===== config.mk =====
export PLATFORM = sky130hd
export DESIGN_NAME = can_fault_conf
export DESIGN_NICKNAME = d
export VERILOG_FILES = /design/src/rtl/can_fc_pkg.sv /design/src/rtl/can_fc_counter.sv /design/src/rtl/can_fc_recovery.sv /design/src/rtl/can_fault_conf.sv
export SDC_FILE = /design/constraint.sdc
export NUM_CORES = 1
export LEC_CHECK = 0
export BUFFER_PORTS_ARGS = -buffer_cell sky130_fd_sc_hd__buf_2
export CORE_ASPECT_RATIO = 0.9
export CORE_UTILIZATION = 52
export DETAILED_ROUTE_END_ITERATION = 8
export PLACE_DENSITY = 0.78
export SLEW_MARGIN = 20
export SYNTH_ARGS = -nofsm -noshare
export SYNTH_HDL_FRONTEND = slang
export SYNTH_SLANG_ARGS = --single-unit
export TNS_END_PERCENT = 10

===== constraint.sdc =====
create_clock -name clk -period 2.9 [get_ports clk]
set_input_delay 0.725 -clock clk [delete_from_list [all_inputs] [get_ports clk]]
set_output_delay 0.725 -clock clk [all_outputs]
set_load 0.05 [all_outputs]

===== src/rtl/can_fc_pkg.sv =====
package can_fc_pkg;
   typedef enum logic [1:0] {
      FC_ACTIVE  = 2'd0,
      FC_PASSIVE = 2'd1,
      FC_BUSOFF  = 2'd2
   } fc_state_e;
endpackage


===== src/rtl/can_fc_counter.sv =====
module can_fc_counter #(
   parameter int unsigned W        = 9,
   parameter int unsigned BIG_STEP = 8,
   parameter int unsigned CEIL     = 255,
   parameter bit          SAT      = 1'b1
) (
   input  logic         clk,
   input  logic         rst_n,
   input  logic         inc,
   input  logic         big,
   input  logic         dec,
   input  logic         hold,
   input  logic         clr,
   output logic [W-1:0] cnt
);
   localparam int unsigned XW = W + 1;

   generate
      if (CEIL >= (1 << W)) begin : g_bad_ceil
         $error("ceiling does not fit the tally width");
      end
   endgenerate

   logic [XW-1:0] sum;
   logic [W-1:0]  up;

   assign sum = {1'b0, cnt} + (big ? XW'(BIG_STEP) : XW'(1));

   generate
      if (SAT) begin : g_sat
         always_comb up = (sum > XW'(CEIL)) ? W'(CEIL) : sum[W-1:0];
      end else begin : g_free
         always_comb up = sum[W-1:0];
      end
   endgenerate

   always_ff @(posedge clk or negedge rst_n) begin
      if (!rst_n)
         cnt <= '0;
      else if (clr)
         cnt <= '0;
      else if (!hold) begin
         if (inc)
            cnt <= up;
         else if (dec && cnt != '0)
            cnt <= cnt - 1'b1;
      end
   end
endmodule


===== src/rtl/can_fc_recovery.sv =====
module can_fc_recovery #(
   parameter int unsigned RECOV_SEQS = 128
) (
   input  logic clk,
   input  logic rst_n,
   input  logic busoff,
   input  logic recover_req,
   input  logic idle_seq,
   output logic done
);
   localparam int unsigned SW = (RECOV_SEQS > 2) ? $clog2(RECOV_SEQS) : 1;

   generate
      if (RECOV_SEQS < 2) begin : g_bad_seqs
         $error("recovery needs at least two sequences");
      end
   endgenerate

   logic          armed;
   logic [SW-1:0] seen;

   assign done = busoff && armed && idle_seq && (seen == SW'(RECOV_SEQS - 1));

   always_ff @(posedge clk or negedge rst_n) begin
      if (!rst_n) begin
         armed <= 1'b0;
         seen  <= '0;
      end else if (!busoff || done) begin
         armed <= 1'b0;
         seen  <= '0;
      end else if (!armed) begin
         armed <= recover_req;
      end else if (idle_seq) begin
         seen <= seen + 1'b1;
      end
   end
endmodule


===== src/rtl/can_fault_conf.sv =====
module can_fault_conf
   import can_fc_pkg::*;
#(
   parameter int unsigned CNT_W        = 9,
   parameter int unsigned BIG_STEP     = 8,
   parameter int unsigned PASSIVE_TH   = 128,
   parameter int unsigned BUSOFF_LIMIT = 255,
   parameter int unsigned RX_CEIL      = 255,
   parameter int unsigned RECOV_SEQS   = 128
) (
   input  logic             clk,
   input  logic             rst_n,
   input  logic             rx_inc,
   input  logic             rx_big,
   input  logic             rx_dec,
   input  logic             tx_inc,
   input  logic             tx_big,
   input  logic             tx_dec,
   input  logic             recover_req,
   input  logic             idle_seq,
   output logic [CNT_W-1:0] rx_count,
   output logic [CNT_W-1:0] tx_count,
   output logic [1:0]       fc_state
);
   generate
      if (BUSOFF_LIMIT + BIG_STEP >= (1 << CNT_W)) begin : g_bad_width
         $error("transmit tally cannot hold the bus-off crossing value");
      end
      if (PASSIVE_TH > BUSOFF_LIMIT) begin : g_bad_th
         $error("passive threshold above bus-off limit");
      end
   endgenerate

   logic      busoff;
   logic      recov_done;
   fc_state_e st;

   assign busoff = tx_count > CNT_W'(BUSOFF_LIMIT);

   can_fc_counter #(
      .W(CNT_W), .BIG_STEP(BIG_STEP), .CEIL(RX_CEIL), .SAT(1'b1)
   ) u_rx (
      .clk(clk), .rst_n(rst_n), .inc(rx_inc), .big(rx_big), .dec(rx_dec),
      .hold(busoff), .clr(recov_done), .cnt(rx_count)
   );

   can_fc_counter #(
      .W(CNT_W), .BIG_STEP(BIG_STEP), .CEIL((1 << CNT_W) - 1), .SAT(1'b0)
   ) u_tx (
      .clk(clk), .rst_n(rst_n), .inc(tx_inc), .big(tx_big), .dec(tx_dec),
      .hold(busoff), .clr(recov_done), .cnt(tx_count)
   );

   can_fc_recovery #(.RECOV_SEQS(RECOV_SEQS)) u_recov (
      .clk(clk), .rst_n(rst_n), .busoff(busoff), .recover_req(recover_req),
      .idle_seq(idle_seq), .done(recov_done)
   );

   always_comb begin
      if (busoff)
         st = FC_BUSOFF;
      else if (rx_count >= CNT_W'(PASSIVE_TH) || tx_count >= CNT_W'(PASSIVE_TH))
         st = FC_PASSIVE;
      else
         st = FC_ACTIVE;
   end

   assign fc_state = st;
endmodule


### Word-level counts from Yosys, hierarchy flattened

Index checks and enable logic that the tools add are counted.

* register bits: 26
* output and inout port bits: 20
* bits of input ports: 10
* logic and storage cells: 50

* $lt $le $gt $ge: 4
* equality and inequality tests: 2
* $add $sub $neg: 5
* muxes and demuxes: 18
* reduce and logical (&&, ||, !) cells: 17

Operators by type and width (count)
* 9-bit two-way mux: 9
* 7-bit two-way mux: 3
* 9-bit by 8-bit greater-or-equal comparator with 1-bit output (second input constant): 2
* 9-bit nonzero test: 2
* 9-bit by 1-bit subtractor with 9-bit output (second input constant): 2
* 9-bit by 10-bit adder with 10-bit output: 1
* 10-bit by 8-bit greater-than comparator with 1-bit output (second input constant): 1
* 9-bit adder: 1
* 9-bit by 8-bit greater-than comparator with 1-bit output (second input constant): 1
* 4-bit two-way mux: 2
* 7-bit by 1-bit adder with 7-bit output (second input constant): 1
* 7-bit equality test (second input constant): 1
* 2-bit AND reduction: 3
* 3-bit nonzero test: 2
* 1-bit logical AND: 5
* 2-bit nonzero test: 2
* 1-bit two-way mux: 3
* 1-bit logical OR: 2
* 2-bit two-way mux: 1
* 2-bit != test (second input constant): 1
* 1-bit zero test: 1

### Logic depth before layout (Yosys ltp)

Gate-level depths: netlist of the first run.

* depth in word-level cells: 7
* depth in mapped cells: 9
* depth with buffers taken out: 9

### Modules after synthesis

A second synthesis of the first run with hierarchy kept.

* cells, all modules: 236
* area, all modules: 2072.0 um^2

Modules (own cells, without submodules)
* can_fc_counter at u_rx: sequential area each 225.2 um^2, cells each 100, area an instance 859.6 um^2, instances 1
* can_fc_counter at u_tx: sequential area each 225.2 um^2, cells each 86, area an instance 774.5 um^2, instances 1
* can_fc_recovery: sequential area each 200.2 um^2, cells each 46, area an instance 417.9 um^2, instances 1
* can_fault_conf: sequential area each 0.0 um^2, cells each 4, area an instance 20.0 um^2, instances 1

### Worst setup path after synthesis of the first run

No wires, ideal clock.

* path type: input to register
* from: input rx_big
* to: register u_rx.cnt[6]
* stages on the path: 8
* buffers on the path: 0
* required time: 2.776 ns
* data arrival time: 2.213 ns
* setup time: 0.124 ns
* setup slack: 0.563 ns
* cells stage by stage: inv_1 > ha_1 > ha_1 > a31oi_1 > o21a_1 > nor2_1 > o311a_1 > a211o_1

* cells in the longest elaborated chain, start to end: 7

Ends and longest elaborated chain
* from (decl): line can_fault_conf.sv:14 `input logic rx_big,`
* 4-bit two-way mux (*): line can_fc_counter.sv:27 `assign sum = {1'b0, cnt} + (big ? XW'(BIG_STEP) : XW'(1));`
* 9-bit by 10-bit adder with 10-bit output (*): line can_fc_counter.sv:27
* 10-bit by 8-bit greater-than comparator with 1-bit output: line can_fc_counter.sv:31 `always_comb up = (sum > XW'(CEIL)) ? W'(CEIL) : sum[W-1:0];`
* 9-bit two-way mux (*): line can_fc_counter.sv:31
* 9-bit two-way mux (*): line can_fc_counter.sv:43 `if (inc)`
* 9-bit two-way mux (*): line can_fc_counter.sv:42 `else if (!hold) begin`
* 9-bit two-way mux (*): line can_fc_counter.sv:40 `else if (clr)`
* to (signal assigned): line can_fc_counter.sv:44 `cnt <= up;`
* to (signal assigned): line can_fc_counter.sv:46 `cnt <= cnt - 1'b1;`
* to (decl): line can_fc_counter.sv:14 `output logic [W-1:0] cnt`

Mark *: on every way between the ends. The rest lies on a longest branch, timed or not. The select of a mux whose other input is x is not followed.
A chain may end at the register's enable or synchronous reset.

### Final worst setup path of the first run

Ends and elaborated chain as after synthesis.

==> flow_results.xml, run 1 <==
<?xml version="1.0" encoding="UTF-8"?>
<metrics>
  <group name="sta">
    <metric name="setup_viol_count_final" unit="">0</metric>
    <metric name="layout_worst_path_cycle_share" unit="%">80.77</metric>
    <metric name="timing.fmax" unit="MHz">426.9</metric>
    <metric name="clock-skew-final" unit="ns">0.003351</metric>
    <metric name="whs" unit="ns">0.4399</metric>
    <metric name="worstMarginPinSlew" unit="ns">0.6673</metric>
    <metric name="drv_slew" unit="">0</metric>
    <metric name="finalHoldViolations" unit="">0</metric>
    <metric name="timing.max_slew.rel_slack" unit="%">55.35</metric>
    <metric name="setup-tns-final" unit="ns">0</metric>
    <metric name="rsz0062_at_grt" unit="">no</metric>
    <metric name="period_needed" unit="ns">2.342</metric>
  </group>
  <group name="synthesis">
    <metric name="synthDominantAreaCellType" unit="">dfrtp_1</metric>
    <metric name="mappedNetlistArea" unit="sq um">1939</metric>
    <metric name="post_synthesis_sequential_element_count" unit="">26</metric>
    <metric name="synth_top_flop_cell" unit="">dfrtp_1</metric>
    <metric name="syn-mean-instance-area" unit="sq um">8.856</metric>
    <metric name="synth_top_cells_by_area" unit="">dfrtp_1, ha_1, nor2_1</metric>
    <metric name="distinct_cell_type_count_of_the_synthesized_netlist" unit="">54</metric>
    <metric name="synth_seq_area_share" unit="%">33.55</metric>
    <metric name="synth_enable_flop_cells" unit="">0</metric>
    <metric name="synthTopCellsByCount" unit="">dfrtp_1, nor2_1, ha_1</metric>
    <metric name="netlist_instances" unit="">219</metric>
    <metric name="synth_async_sr_flop_share" unit="%">100.0</metric>
    <metric name="synth_top_area_share" unit="%">33.55</metric>
    <metric name="synthMostInstantiatedCell" unit="">dfrtp_1</metric>
    <metric name="synthesis.yosys.warnings" unit="">0</metric>
    <metric name="syn_nets" unit="">244</metric>
  </group>
  <group name="cts">
    <metric name="cts_tree" unit="">yes</metric>
    <metric name="cts_buffer_depth" unit="">2</metric>
    <metric name="clk_transition_reported_paths" unit="ns">0.09</metric>
    <metric name="insertion_delay" unit="ns">0.27</metric>
    <metric name="numCtsBuffers" unit="">3</metric>
    <metric name="cts_resized" unit="">0</metric>
    <metric name="cts_root_buf" unit="">clkbuf_8</metric>
    <metric name="tritoncts_num_sinks" unit="">26</metric>
    <metric name="hold_buffers" unit="">0</metric>
    <metric name="post-cts-setup-buffers" unit="">0</metric>
    <metric name="htreeDepth" unit="">1</metric>
  </group>
  <group name="power">
    <metric name="cellLeakagePower" unit="nW">1.009</metric>
    <metric name="peakVddDrop" unit="uV">710.6</metric>
    <metric name="pwr_density_cell" unit="nW/um^2">1228</metric>
  </group>
  <group name="layout">
    <metric name="flow.area_growth_from_synthesis" unit="%">12.26</metric>
    <metric name="post_route_cells_drive_above_1_share" unit="%">16.73</metric>
    <metric name="finish.utilization" unit="%">62.59</metric>
    <metric name="multi_input_area" unit="sq um">1187</metric>
    <metric name="num_antenna_cells" unit="">0</metric>
    <metric name="nFillCells" unit="">297</metric>
    <metric name="fin_nets" unit="">271</metric>
    <metric name="area.sequential" unit="sq um">650.6</metric>
    <metric name="cell_area_after_layout" unit="sq um">2177</metric>
    <metric name="layoutNonFillerInstCount" unit="">289</metric>
  </group>
  <group name="worst_setup_path">
    <metric name="timing.critical_path.cells" unit="">buf_2, inv_1, ha_1, ha_1, a31oi_1, o21a_1, nor2_1, o311a_1, a211o_1</metric>
    <metric name="crit_slowest_cell" unit="">a31oi_1</metric>
    <metric name="path_buf_inv" unit="">2</metric>
    <metric name="critical_path_arrival" unit="ns">2.51</metric>
    <metric name="timing.critical_path.fanout_max" unit="">6</metric>
    <metric name="timing.setup.critical_path_class" unit="">input pin to register</metric>
    <metric name="critPathMaxStageDelay" unit="ns">0.45</metric>
    <metric name="crit_family" unit="">compound AO/OA/AOI/OAI gates</metric>
    <metric name="critical_path.most_common_cell" unit="">ha_1</metric>
    <metric name="required_time_of_the_critical_path" unit="ns">3.06</metric>
    <metric name="worstSetupStartpointType" unit="">input pin</metric>
    <metric name="critPathCaptureType" unit="">register</metric>
  </group>
  <group name="grt">
    <metric name="grt_pass1_vias" unit="">1540</metric>
    <metric name="globalRouteTotalUtil" unit="%">22.99</metric>
    <metric name="grt_start_max_net_pins" unit="">27</metric>
    <metric name="global_route_wire_length_before_repair" unit="um">6920</metric>
    <metric name="antenna_found_initial" unit="">0</metric>
    <metric name="grt_overflow_total" unit="">0</metric>
  </group>
  <group name="die">
    <metric name="ios" unit="">30</metric>
    <metric name="initial_utilization" unit="%">55.76</metric>
    <metric name="dieArea" unit="sq um">3978</metric>
    <metric name="placeableCoreArea" unit="sq um">3478</metric>
    <metric name="fp.dieW" unit="um">66.38</metric>
    <metric name="row_count" unit="">20</metric>
    <metric name="die_h" unit="um">59.94</metric>
  </group>
  <group name="status">
    <metric name="status" unit="">complete, no violations</metric>
  </group>
  <group name="route">
    <metric name="postRouteWirelength" unit="um">4139</metric>
    <metric name="drt-wirelength-per-cell" unit="um">14.32</metric>
    <metric name="drt_iter0_drc" unit="">119</metric>
    <metric name="detail_route.vias_per_cell" unit="">5.782</metric>
    <metric name="vias" unit="">1671</metric>
    <metric name="number_of_design_rule_violations_left_after_detail_routing" unit="">0</metric>
    <metric name="drt_pass1_iterations" unit="">4</metric>
    <metric name="ant_nets" unit="">0</metric>
  </group>
  <group name="placement">
    <metric name="placed_wire_length_estimate" unit="um">2976</metric>
    <metric name="placement.cell_area" unit="sq um">2106</metric>
    <metric name="port_buffers" unit="">29</metric>
    <metric name="placedCellCount" unit="">285</metric>
    <metric name="gp_congestion" unit="">0.8590</metric>
  </group>
  <group name="flow_run">
    <metric name="max-cap-violations" unit="">0</metric>
  </group>
  <group name="hold_path">
    <metric name="holdCritPathClass" unit="">input pin to asynchronous set/reset pin</metric>
  </group>
</metrics>
-- stage by stage --
step | worst slack (ns) | total power [mW]
floorplan | 0.5627 | 2.027
global placement | 0.3618 | 2.334
global route | 0.4837 | 2.876
finish | 0.5577 | 2.673
CTS | 0.5821 | 2.675
detailed placement | 0.2860 | 2.363
-- registers in the layout, summed over array words and instances, names as in the netlist --
| name | count |
|---|---|
| u_rx.cnt | 9 |
| u_recov.armed | 1 |
| u_tx.cnt | 9 |
| u_recov.seen | 7 |
-- logic make-up (layout without fill, tap and decap cells) --
kind of cell	count (synthesis)	count (layout)	synth area share, %
flip-flops	26	26	33.55
AND/OR/NAND/NOR	91	91	23.68
XOR/XNOR	15	15	6.774
adder cells (fa/ha/maj)	15	15	10.06
AO/OA/AOI/OAI	50	50	20.71
buffers and inverters	22	48	5.225
-- worst paths after layout --
check / startpoint / endpoint / slack [ns] / depth (start not counted)
setup / recovery: rx_big / u_rx.cnt[6] / 0.56 / 9
hold / removal: rst_n / u_tx.cnt[4] / 0.44 / 1
setup reg to reg: u_rx.cnt[0] / u_rx.cnt[6] / 0.70 / 7
hold reg to reg: u_recov.armed / u_recov.armed / 0.55 / 2
max in group asynchronous: rst_n / u_rx.cnt[6] / 2.07 / 1
min in group clk: u_recov.armed / u_recov.armed / 0.55 / 2
-- report_power, final --
group	switching (mW)	internal [mW]
clock	0.118	0.185
sequential	0.251	0.504
combinational	1.03	0.586
-- cell usage in the layout, fill, tap and decap left out, types with 2 or more instances in the layout --
cell type  count
a211o_1        2
a21o_1         2
a21oi_1        7
a22o_1         8
and2_1         3
buf_2         29
buf_4          3
clkbuf_8       3
dfrtp_1       26
ha_1          14
inv_1         12
nand2_1       12
nand2b_1       6
nand3_1       13
nand4_1        4
nor2_1        24
nor2b_1        4
nor3_1        10
nor4_1         4
o211ai_1       2
o21a_1         3
o21ai_0        5
o221ai_1       2
o22a_1         3
or3_1          3
xnor2_1        8
xor2_1         7
-- cell type report --
class                   instances  share of cell area [%]
flip-flops and latches         26                   29.89
clock buffers                   3                   1.897
multi-input cells             171                   54.54
clock inverters                 1                   1.379
repair buffers                 32                   7.701
well taps                      44                   2.529
inverters                      12                   2.069
-- metal layers --
layer	share of wire [%]	GRT usage (%)
met5	0	0
met4	0.75	7.295
met3	3.4	3.626
met2	46	38.34
met1	50	30.70
Note: power is estimated with default switching activity, not from simulation.
==> run 2: changes to the inputs <==
clock period = 2.2 ns   (was 2.9 ns; I/O delays follow)
==> run 2 against run 1 <==
  * Clock-buffer cell count stayed put
  * Sequential power is 17% higher
  * Clock skew is 0.0013 ns lower
  * First-iteration DRC count is 29% lower
  * Final cell count is 7.3% higher
  * Wire length is 7.9% higher
  * Utilization is 5.0 points higher
  * Sequential share of layout area is 2.0 points lower
  * Via count is 8.3% higher
  * Critical path type is now register to register
==> flow_results.xml, run 2 (same netlist as run 1, synthesis figures left out) <==
<?xml version="1.0" encoding="UTF-8"?>
<metrics>
  <group name="die">
    <metric name="placeableCoreArea" unit="sq um">3478</metric>
    <metric name="row_count" unit="">20</metric>
    <metric name="fp.dieW" unit="um">66.38</metric>
    <metric name="initial_utilization" unit="%">55.76</metric>
    <metric name="ios" unit="">30</metric>
    <metric name="dieArea" unit="sq um">3978</metric>
    <metric name="die_h" unit="um">59.94</metric>
  </group>
  <group name="worst_setup_path">
    <metric name="reg2reg_depth" unit="">7</metric>
    <metric name="timing.critical_path.cells" unit="">inv_1, ha_1, or4b_1, or3_1, and2_0, o311a_1, a211o_1</metric>
    <metric name="critical_path.reg2reg.endpoint" unit="">u_rx.cnt[6]</metric>
    <metric name="critPathCaptureType" unit="">register</metric>
    <metric name="critical_path_arrival" unit="ns">2.25</metric>
    <metric name="timing.critical_path.fanout_max" unit="">2</metric>
    <metric name="worstSetupStartpointType" unit="">register</metric>
    <metric name="crit_slowest_cell" unit="">or4b_1</metric>
    <metric name="timing.rr.start" unit="">u_rx.cnt[0]</metric>
    <metric name="critPathMaxStageDelay" unit="ns">0.46</metric>
    <metric name="required_time_of_the_critical_path" unit="ns">2.36</metric>
    <metric name="crit_family" unit="">simple AND/OR/NAND/NOR gates</metric>
    <metric name="r2r_setup_slack" unit="ns">0.11</metric>
    <metric name="path_buf_inv" unit="">1</metric>
    <metric name="timing.setup.critical_path_class" unit="">register to register</metric>
  </group>
  <group name="grt">
    <metric name="grt_overflow_total" unit="">0</metric>
    <metric name="global_route_wire_length_before_repair" unit="um">7583</metric>
    <metric name="grt_pass1_vias" unit="">1721</metric>
    <metric name="antenna_found_initial" unit="">0</metric>
    <metric name="globalRouteTotalUtil" unit="%">25.04</metric>
    <metric name="grt_start_max_net_pins" unit="">27</metric>
  </group>
  <group name="power">
    <metric name="peakVddDrop" unit="uV">969.4</metric>
    <metric name="comb_power_share" unit="%">65.6</metric>
    <metric name="internal_dissipation" unit="mW">1.852</metric>
    <metric name="power_switching_share" unit="%">50.42</metric>
    <metric name="switchingPower" unit="mW">1.884</metric>
    <metric name="power.clock.fraction" unit="%">10.6</metric>
    <metric name="pwr_density_cell" unit="nW/um^2">1588</metric>
    <metric name="sequential_fraction_of_design_power" unit="%">23.7</metric>
    <metric name="cellLeakagePower" unit="nW">1.108</metric>
  </group>
  <group name="cts">
    <metric name="clk_transition_reported_paths" unit="ns">0.09</metric>
    <metric name="hold_buffers" unit="">0</metric>
    <metric name="post-cts-setup-buffers" unit="">0</metric>
    <metric name="insertion_delay" unit="ns">0.27</metric>
    <metric name="htreeDepth" unit="">1</metric>
    <metric name="cts_tree" unit="">yes</metric>
    <metric name="cts_buffer_depth" unit="">2</metric>
    <metric name="cts_resized" unit="">0</metric>
    <metric name="cts_root_buf" unit="">clkbuf_8</metric>
    <metric name="numCtsBuffers" unit="">3</metric>
    <metric name="tritoncts_num_sinks" unit="">26</metric>
  </group>
  <group name="hold_path">
    <metric name="holdCritPathClass" unit="">input pin to asynchronous set/reset pin</metric>
  </group>
  <group name="route">
    <metric name="detail_route.vias_per_cell" unit="">5.835</metric>
    <metric name="drt-wirelength-per-cell" unit="um">14.41</metric>
    <metric name="drt_iter0_drc" unit="">85</metric>
    <metric name="drt_pass1_iterations" unit="">4</metric>
    <metric name="ant_nets" unit="">0</metric>
    <metric name="number_of_design_rule_violations_left_after_detail_routing" unit="">0</metric>
    <metric name="postRouteWirelength" unit="um">4466</metric>
    <metric name="vias" unit="">1809</metric>
  </group>
  <group name="sta">
    <metric name="timing.fmax" unit="MHz">478.8</metric>
    <metric name="finalHoldViolations" unit="">0</metric>
    <metric name="period_needed" unit="ns">2.088</metric>
    <metric name="worstMarginPinSlew" unit="ns">0.6048</metric>
    <metric name="setup_slack" unit="ns">0.1116</metric>
    <metric name="layout_worst_path_cycle_share" unit="%">94.93</metric>
    <metric name="timing.max_slew.rel_slack" unit="%">59.68</metric>
    <metric name="drv_slew" unit="">0</metric>
    <metric name="rsz0062_at_grt" unit="">no</metric>
    <metric name="setup_viol_count_final" unit="">0</metric>
    <metric name="clock-skew-final" unit="ns">0.002078</metric>
  </group>
  <group name="layout">
    <metric name="num_antenna_cells" unit="">0</metric>
    <metric name="fin_nets" unit="">292</metric>
    <metric name="flow.area_growth_from_synthesis" unit="%">21.29</metric>
    <metric name="cell_area_after_layout" unit="sq um">2352</metric>
    <metric name="final_common_cell" unit="">buf_2</metric>
    <metric name="biggestRegsByFlops" unit="">u_rx.cnt (9), u_tx.cnt (9), u_recov.seen (7)</metric>
    <metric name="post_route_cells_drive_above_1_share" unit="%">25.56</metric>
    <metric name="final_cell_mix" unit="">buf_2, nor2_1, buf_4</metric>
  </group>
  <group name="placement">
    <metric name="gp_congestion" unit="">0.8613</metric>
    <metric name="placed_wire_length_estimate" unit="um">3266</metric>
    <metric name="port_buffers" unit="">29</metric>
    <metric name="placement.cell_area" unit="sq um">2268</metric>
    <metric name="dp_worst_setup_slack" unit="ns">-0.1670</metric>
  </group>
  <group name="flow_run">
    <metric name="max-cap-violations" unit="">0</metric>
  </group>
  <group name="status">
    <metric name="status" unit="">complete, no violations</metric>
  </group>
</metrics>
[run 2: power by group through the flow]
| stage | logic (mW) | clock network [mW] | registers, mW |
|---|---|---|---|
| 6_report | 2.45 | 0.398 | 0.887 |
| 5_1_grt | 2.67 | 0.436 | 0.921 |
| 4_1_cts | 2.44 | 0.415 | 0.886 |
| 3_5_place_dp | 2.42 | 0 | 0.894 |
| 3_3_place_gp | 2.38 | 0 | 0.888 |
| 2_1_floorplan | 1.29 | 0 | 1.39 |
[run 2: worst register-to-register path, stage by stage, from the launching register on]
cell and delay (ns):
dfrtp_2 0.41, inv_1 0.08, ha_1 0.19, or4b_1 0.46
or3_1 0.34, and2_0 0.17, o311a_1 0.11, a211o_1 0.23
[run 2: how the worst max path moves through the flow]
stage / start / to / slack [ns] / depth (start not counted)
2_1_floorplan: u_rx.cnt[5] / u_rx.cnt[6] / 0.01 / 6
3_3_place_gp: rx_big / u_rx.cnt[6] / -0.07 / 9
3_5_place_dp: rx_big / u_rx.cnt[6] / -0.17 / 9
4_1_cts: u_rx.cnt[0] / u_rx.cnt[6] / 0.10 / 8
5_1_grt: u_rx.cnt[0] / u_rx.cnt[6] / 0.008 / 7
6_report: u_rx.cnt[0] / u_rx.cnt[6] / 0.11 / 7
[run 2: layout make-up]
cell class / instances / area [sq um]
multi-input combinational: 171 / 1200
clock inverter: 1 / 30.03
tap: 44 / 55.05
clock buffer: 3 / 41.29
timing repair buffer: 53 / 325.3
fill: 311 / 1126
sequential: 26 / 655.6
inverter: 12 / 45.04
[run 2: routing by layer]
| layer | GRT usage [%] | up-vias | share of wire [%] |
|---|---|---|---|
| met5 | 0 | - | 0 |
| met4 | 9.119 | 0 | 2.1 |
| met3 | 3.053 | 12 | 3.9 |
| met2 | 43.00 | 50 | 47 |
| met1 | 32.57 | 855 | 47 |
| li1 | - | 892 | - |
[run 2: per-stage QoR]
stage               hold WS (ns)  TNS [ns]  instances  util [%]  total power [mW]
detailed placement        0.5255   -0.4881        306     65.22             3.317
finish                    0.2765         0        310     67.63             3.736
global route              0.3185         0        310     67.63             4.030
floorplan                 0.2544         0        219         -             2.679
global placement          0.5216   -0.1015        306     65.22             3.263
CTS                       0.2907         0        310     67.27             3.738
==> run 3: changes to the inputs <==
ABC_AREA = 1   (was not set)
PLACE_DENSITY = 0.77   (was 0.78)
==> run 3 against run 2 <==
  * Register-to-register slack improved by 0.26 ns
  * Die area increased by 14%
  * Largest power group unchanged
  * Clock-buffer cell count unchanged
  * Sequential power increased by 15%
  * Synthesized cell count increased by 49%
==> flow_results.xml, run 3 <==
<?xml version="1.0" encoding="UTF-8"?>
<metrics>
  <group name="route">
    <metric name="drt-wirelength-per-cell" unit="um">12.02</metric>
    <metric name="postRouteWirelength" unit="um">4795</metric>
    <metric name="drt_iter0_drc" unit="">108</metric>
    <metric name="ant_nets" unit="">0</metric>
    <metric name="drt_pass1_iterations" unit="">6</metric>
    <metric name="vias" unit="">2128</metric>
    <metric name="number_of_design_rule_violations_left_after_detail_routing" unit="">0</metric>
    <metric name="detail_route.vias_per_cell" unit="">5.333</metric>
  </group>
  <group name="placement">
    <metric name="placed_wire_length_estimate" unit="um">3757</metric>
    <metric name="port_buffers" unit="">29</metric>
    <metric name="gp_congestion" unit="">0.8996</metric>
  </group>
  <group name="synthesis">
    <metric name="distinct_cell_type_count_of_the_synthesized_netlist" unit="">31</metric>
    <metric name="post_synthesis_sequential_element_count" unit="">26</metric>
    <metric name="synthDominantAreaCellType" unit="">dfrtp_1</metric>
    <metric name="synth_top_cells_by_area" unit="">dfrtp_1, nand2_1, nand3_1</metric>
    <metric name="synth_top_area_share" unit="%">29.18</metric>
    <metric name="synthMostInstantiatedCell" unit="">nand2_1</metric>
    <metric name="syn-mean-instance-area" unit="sq um">6.839</metric>
    <metric name="synth_async_sr_flop_share" unit="%">100.0</metric>
    <metric name="synth_seq_area_share" unit="%">29.18</metric>
    <metric name="synthTopCellsByCount" unit="">nand2_1, nand3_1, inv_1</metric>
    <metric name="netlist_instances" unit="">326</metric>
    <metric name="synthesis.yosys.warnings" unit="">0</metric>
    <metric name="synth_enable_flop_cells" unit="">0</metric>
    <metric name="syn_nets" unit="">351</metric>
    <metric name="synth_top_flop_cell" unit="">dfrtp_1</metric>
    <metric name="mappedNetlistArea" unit="sq um">2230</metric>
  </group>
  <group name="cts">
    <metric name="tritoncts_num_sinks" unit="">26</metric>
    <metric name="cts_resized" unit="">0</metric>
    <metric name="cts_root_buf" unit="">clkbuf_8</metric>
    <metric name="insertion_delay" unit="ns">0.27</metric>
    <metric name="cts_tree" unit="">yes</metric>
    <metric name="cts_buffer_depth" unit="">2</metric>
    <metric name="hold_buffers" unit="">0</metric>
    <metric name="numCtsBuffers" unit="">3</metric>
    <metric name="post-cts-setup-buffers" unit="">0</metric>
    <metric name="clk_transition_reported_paths" unit="ns">0.09</metric>
    <metric name="htreeDepth" unit="">1</metric>
  </group>
  <group name="worst_setup_path">
    <metric name="required_time_of_the_critical_path" unit="ns">2.36</metric>
    <metric name="critPathCaptureType" unit="">register</metric>
    <metric name="worstSetupStartpointType" unit="">input pin</metric>
    <metric name="critical_path_arrival" unit="ns">2.06</metric>
    <metric name="timing.setup.critical_path_class" unit="">input pin to register</metric>
    <metric name="timing.critical_path.fanout_max" unit="">4</metric>
    <metric name="reg2reg_depth" unit="">9</metric>
  </group>
  <group name="grt">
    <metric name="globalRouteTotalUtil" unit="%">23.18</metric>
    <metric name="grt_pass1_vias" unit="">1884</metric>
    <metric name="global_route_wire_length_before_repair" unit="um">8362</metric>
    <metric name="antenna_found_initial" unit="">0</metric>
    <metric name="grt_overflow_total" unit="">0</metric>
    <metric name="grt_start_max_net_pins" unit="">27</metric>
  </group>
  <group name="layout">
    <metric name="finish.utilization" unit="%">59.00</metric>
    <metric name="post_route_cells_drive_above_1_share" unit="%">18.80</metric>
    <metric name="final_cell_mix" unit="">nand2_1, nand3_1, inv_1</metric>
    <metric name="flow.area_growth_from_synthesis" unit="%">8.530</metric>
    <metric name="fin_nets" unit="">378</metric>
    <metric name="num_antenna_cells" unit="">0</metric>
    <metric name="biggestRegsByFlops" unit="">u_rx.cnt (9), u_tx.cnt (9), u_recov.seen (7)</metric>
    <metric name="final_common_cell" unit="">nand2_1</metric>
  </group>
  <group name="sta">
    <metric name="period_needed" unit="ns">1.897</metric>
    <metric name="rsz0062_at_grt" unit="">no</metric>
    <metric name="layout_worst_path_cycle_share" unit="%">86.24</metric>
    <metric name="setup-tns-final" unit="ns">0</metric>
    <metric name="timing.fmax" unit="MHz">527.1</metric>
    <metric name="finalHoldViolations" unit="">0</metric>
    <metric name="worstMarginPinSlew" unit="ns">0.5645</metric>
    <metric name="setup_viol_count_final" unit="">0</metric>
    <metric name="timing.max_slew.rel_slack" unit="%">62.36</metric>
    <metric name="drv_slew" unit="">0</metric>
    <metric name="clock-skew-final" unit="ns">0.005477</metric>
  </group>
  <group name="die">
    <metric name="placeableCoreArea" unit="sq um">4101</metric>
    <metric name="initial_utilization" unit="%">54.36</metric>
    <metric name="die_h" unit="um">64.12</metric>
    <metric name="row_count" unit="">22</metric>
    <metric name="ios" unit="">30</metric>
    <metric name="dieArea" unit="sq um">4554</metric>
    <metric name="fp.dieW" unit="um">71.03</metric>
  </group>
  <group name="power">
    <metric name="pwr_density_cell" unit="nW/um^2">1548</metric>
    <metric name="cellLeakagePower" unit="nW">1.320</metric>
    <metric name="peakVddDrop" unit="uV">997.2</metric>
  </group>
  <group name="flow_run">
    <metric name="max-cap-violations" unit="">0</metric>
  </group>
  <group name="hold_path">
    <metric name="holdCritPathClass" unit="">input pin to asynchronous set/reset pin</metric>
  </group>
  <group name="status">
    <metric name="status" unit="">complete, no violations</metric>
  </group>
</metrics>
==> run 3: cell types whose count changed in the layout (fill, tap and decap cells not counted), moves of 5 or more <==
cell / previous run / this run
nand2_1: 12 / 87
a21oi_1: 7 / 16
o21ai_2: 0 / 5
o21ai_1: 1 / 7
nand3_1: 13 / 38
nand2b_1: 6 / 0
nand2_2: 1 / 10
buf_4: 24 / 3
a22o_1: 8 / 0
inv_1: 12 / 37
==> run 3: through the flow <==
stage          cell area [sq um]  instances  hold WS, ns  power [mW]  setup slack, ns
2_1_floorplan               2230        326       0.2544       3.008          0.06161
3_3_place_gp                2379        396       0.4842       3.427           0.1067
3_5_place_dp                2379        396       0.4940       3.474          0.02271
4_1_cts                     2420        399       0.2922       3.753           0.3096
5_1_grt                     2420        399       0.3122       4.084           0.1669
6_report                    2420        399       0.2589       3.745           0.3027
==> run 3: cells by family after synthesis <==
family	synth area share [%]
AOI/OAI and AO/OA	9.876
xor gates and xnor gates	2.750
adders and majority gates	8.754
buffers and inverters	10.44
DFF	29.18
and+or+nand+nor	39.00
==> run 3: final timing paths <==
check | from | to | slack, ns
hold / removal | rst_n | u_rx.cnt[4] | 0.26
setup reg to reg | u_rx.cnt[0] | u_rx.cnt[6] | 0.37
min in group clk | u_recov.seen[0] | u_recov.seen[0] | 0.51
max in group asynchronous | rst_n | u_rx.cnt[0] | 1.56
hold reg to reg | u_recov.seen[0] | u_recov.seen[0] | 0.51
setup / recovery | tx_inc | u_tx.cnt[8] | 0.30
==> run 3: layout make-up <==
| class | instances | area [sq um] |
|---|---|---|
| fill | 391 | 1682 |
| multi-input combinational | 249 | 1346 |
| sequential | 26 | 650.6 |
| timing repair buffer | 32 | 167.7 |
| inverter | 41 | 153.9 |
| tap | 48 | 60.06 |
| clock buffer | 3 | 41.29 |
==> run 3: critical path: stages <==
cell,delay (ns)
buf_2,0.13
inv_1,0.06
or2_2,0.27
ha_1,0.35
nand2_1,0.07
o21ai_1,0.24
nand3_1,0.14
nand2_1,0.08
nand2_1,0.05
nand3_1,0.07
nand2_1,0.05
==> run 3: layer usage <==
metal	part of all wire [%]	GRT usage, %	vias up
li1	-	-	1097
met1	51	32.90	982
met2	44	36.90	43
met3	3.2	3.312	6
met4	1.4	6.500	0
met5	0	0	-
==> run 3: power breakdown <==
| part | leakage, nW | switching [mW] | internal (mW) |
|---|---|---|---|
| clock network | 0.0216 | 0.147 | 0.123 |
| logic | 0.977 | 1.67 | 0.779 |
| registers | 0.321 | 0.346 | 0.677 |
| total | 1.32 | 2.17 | 1.58 |
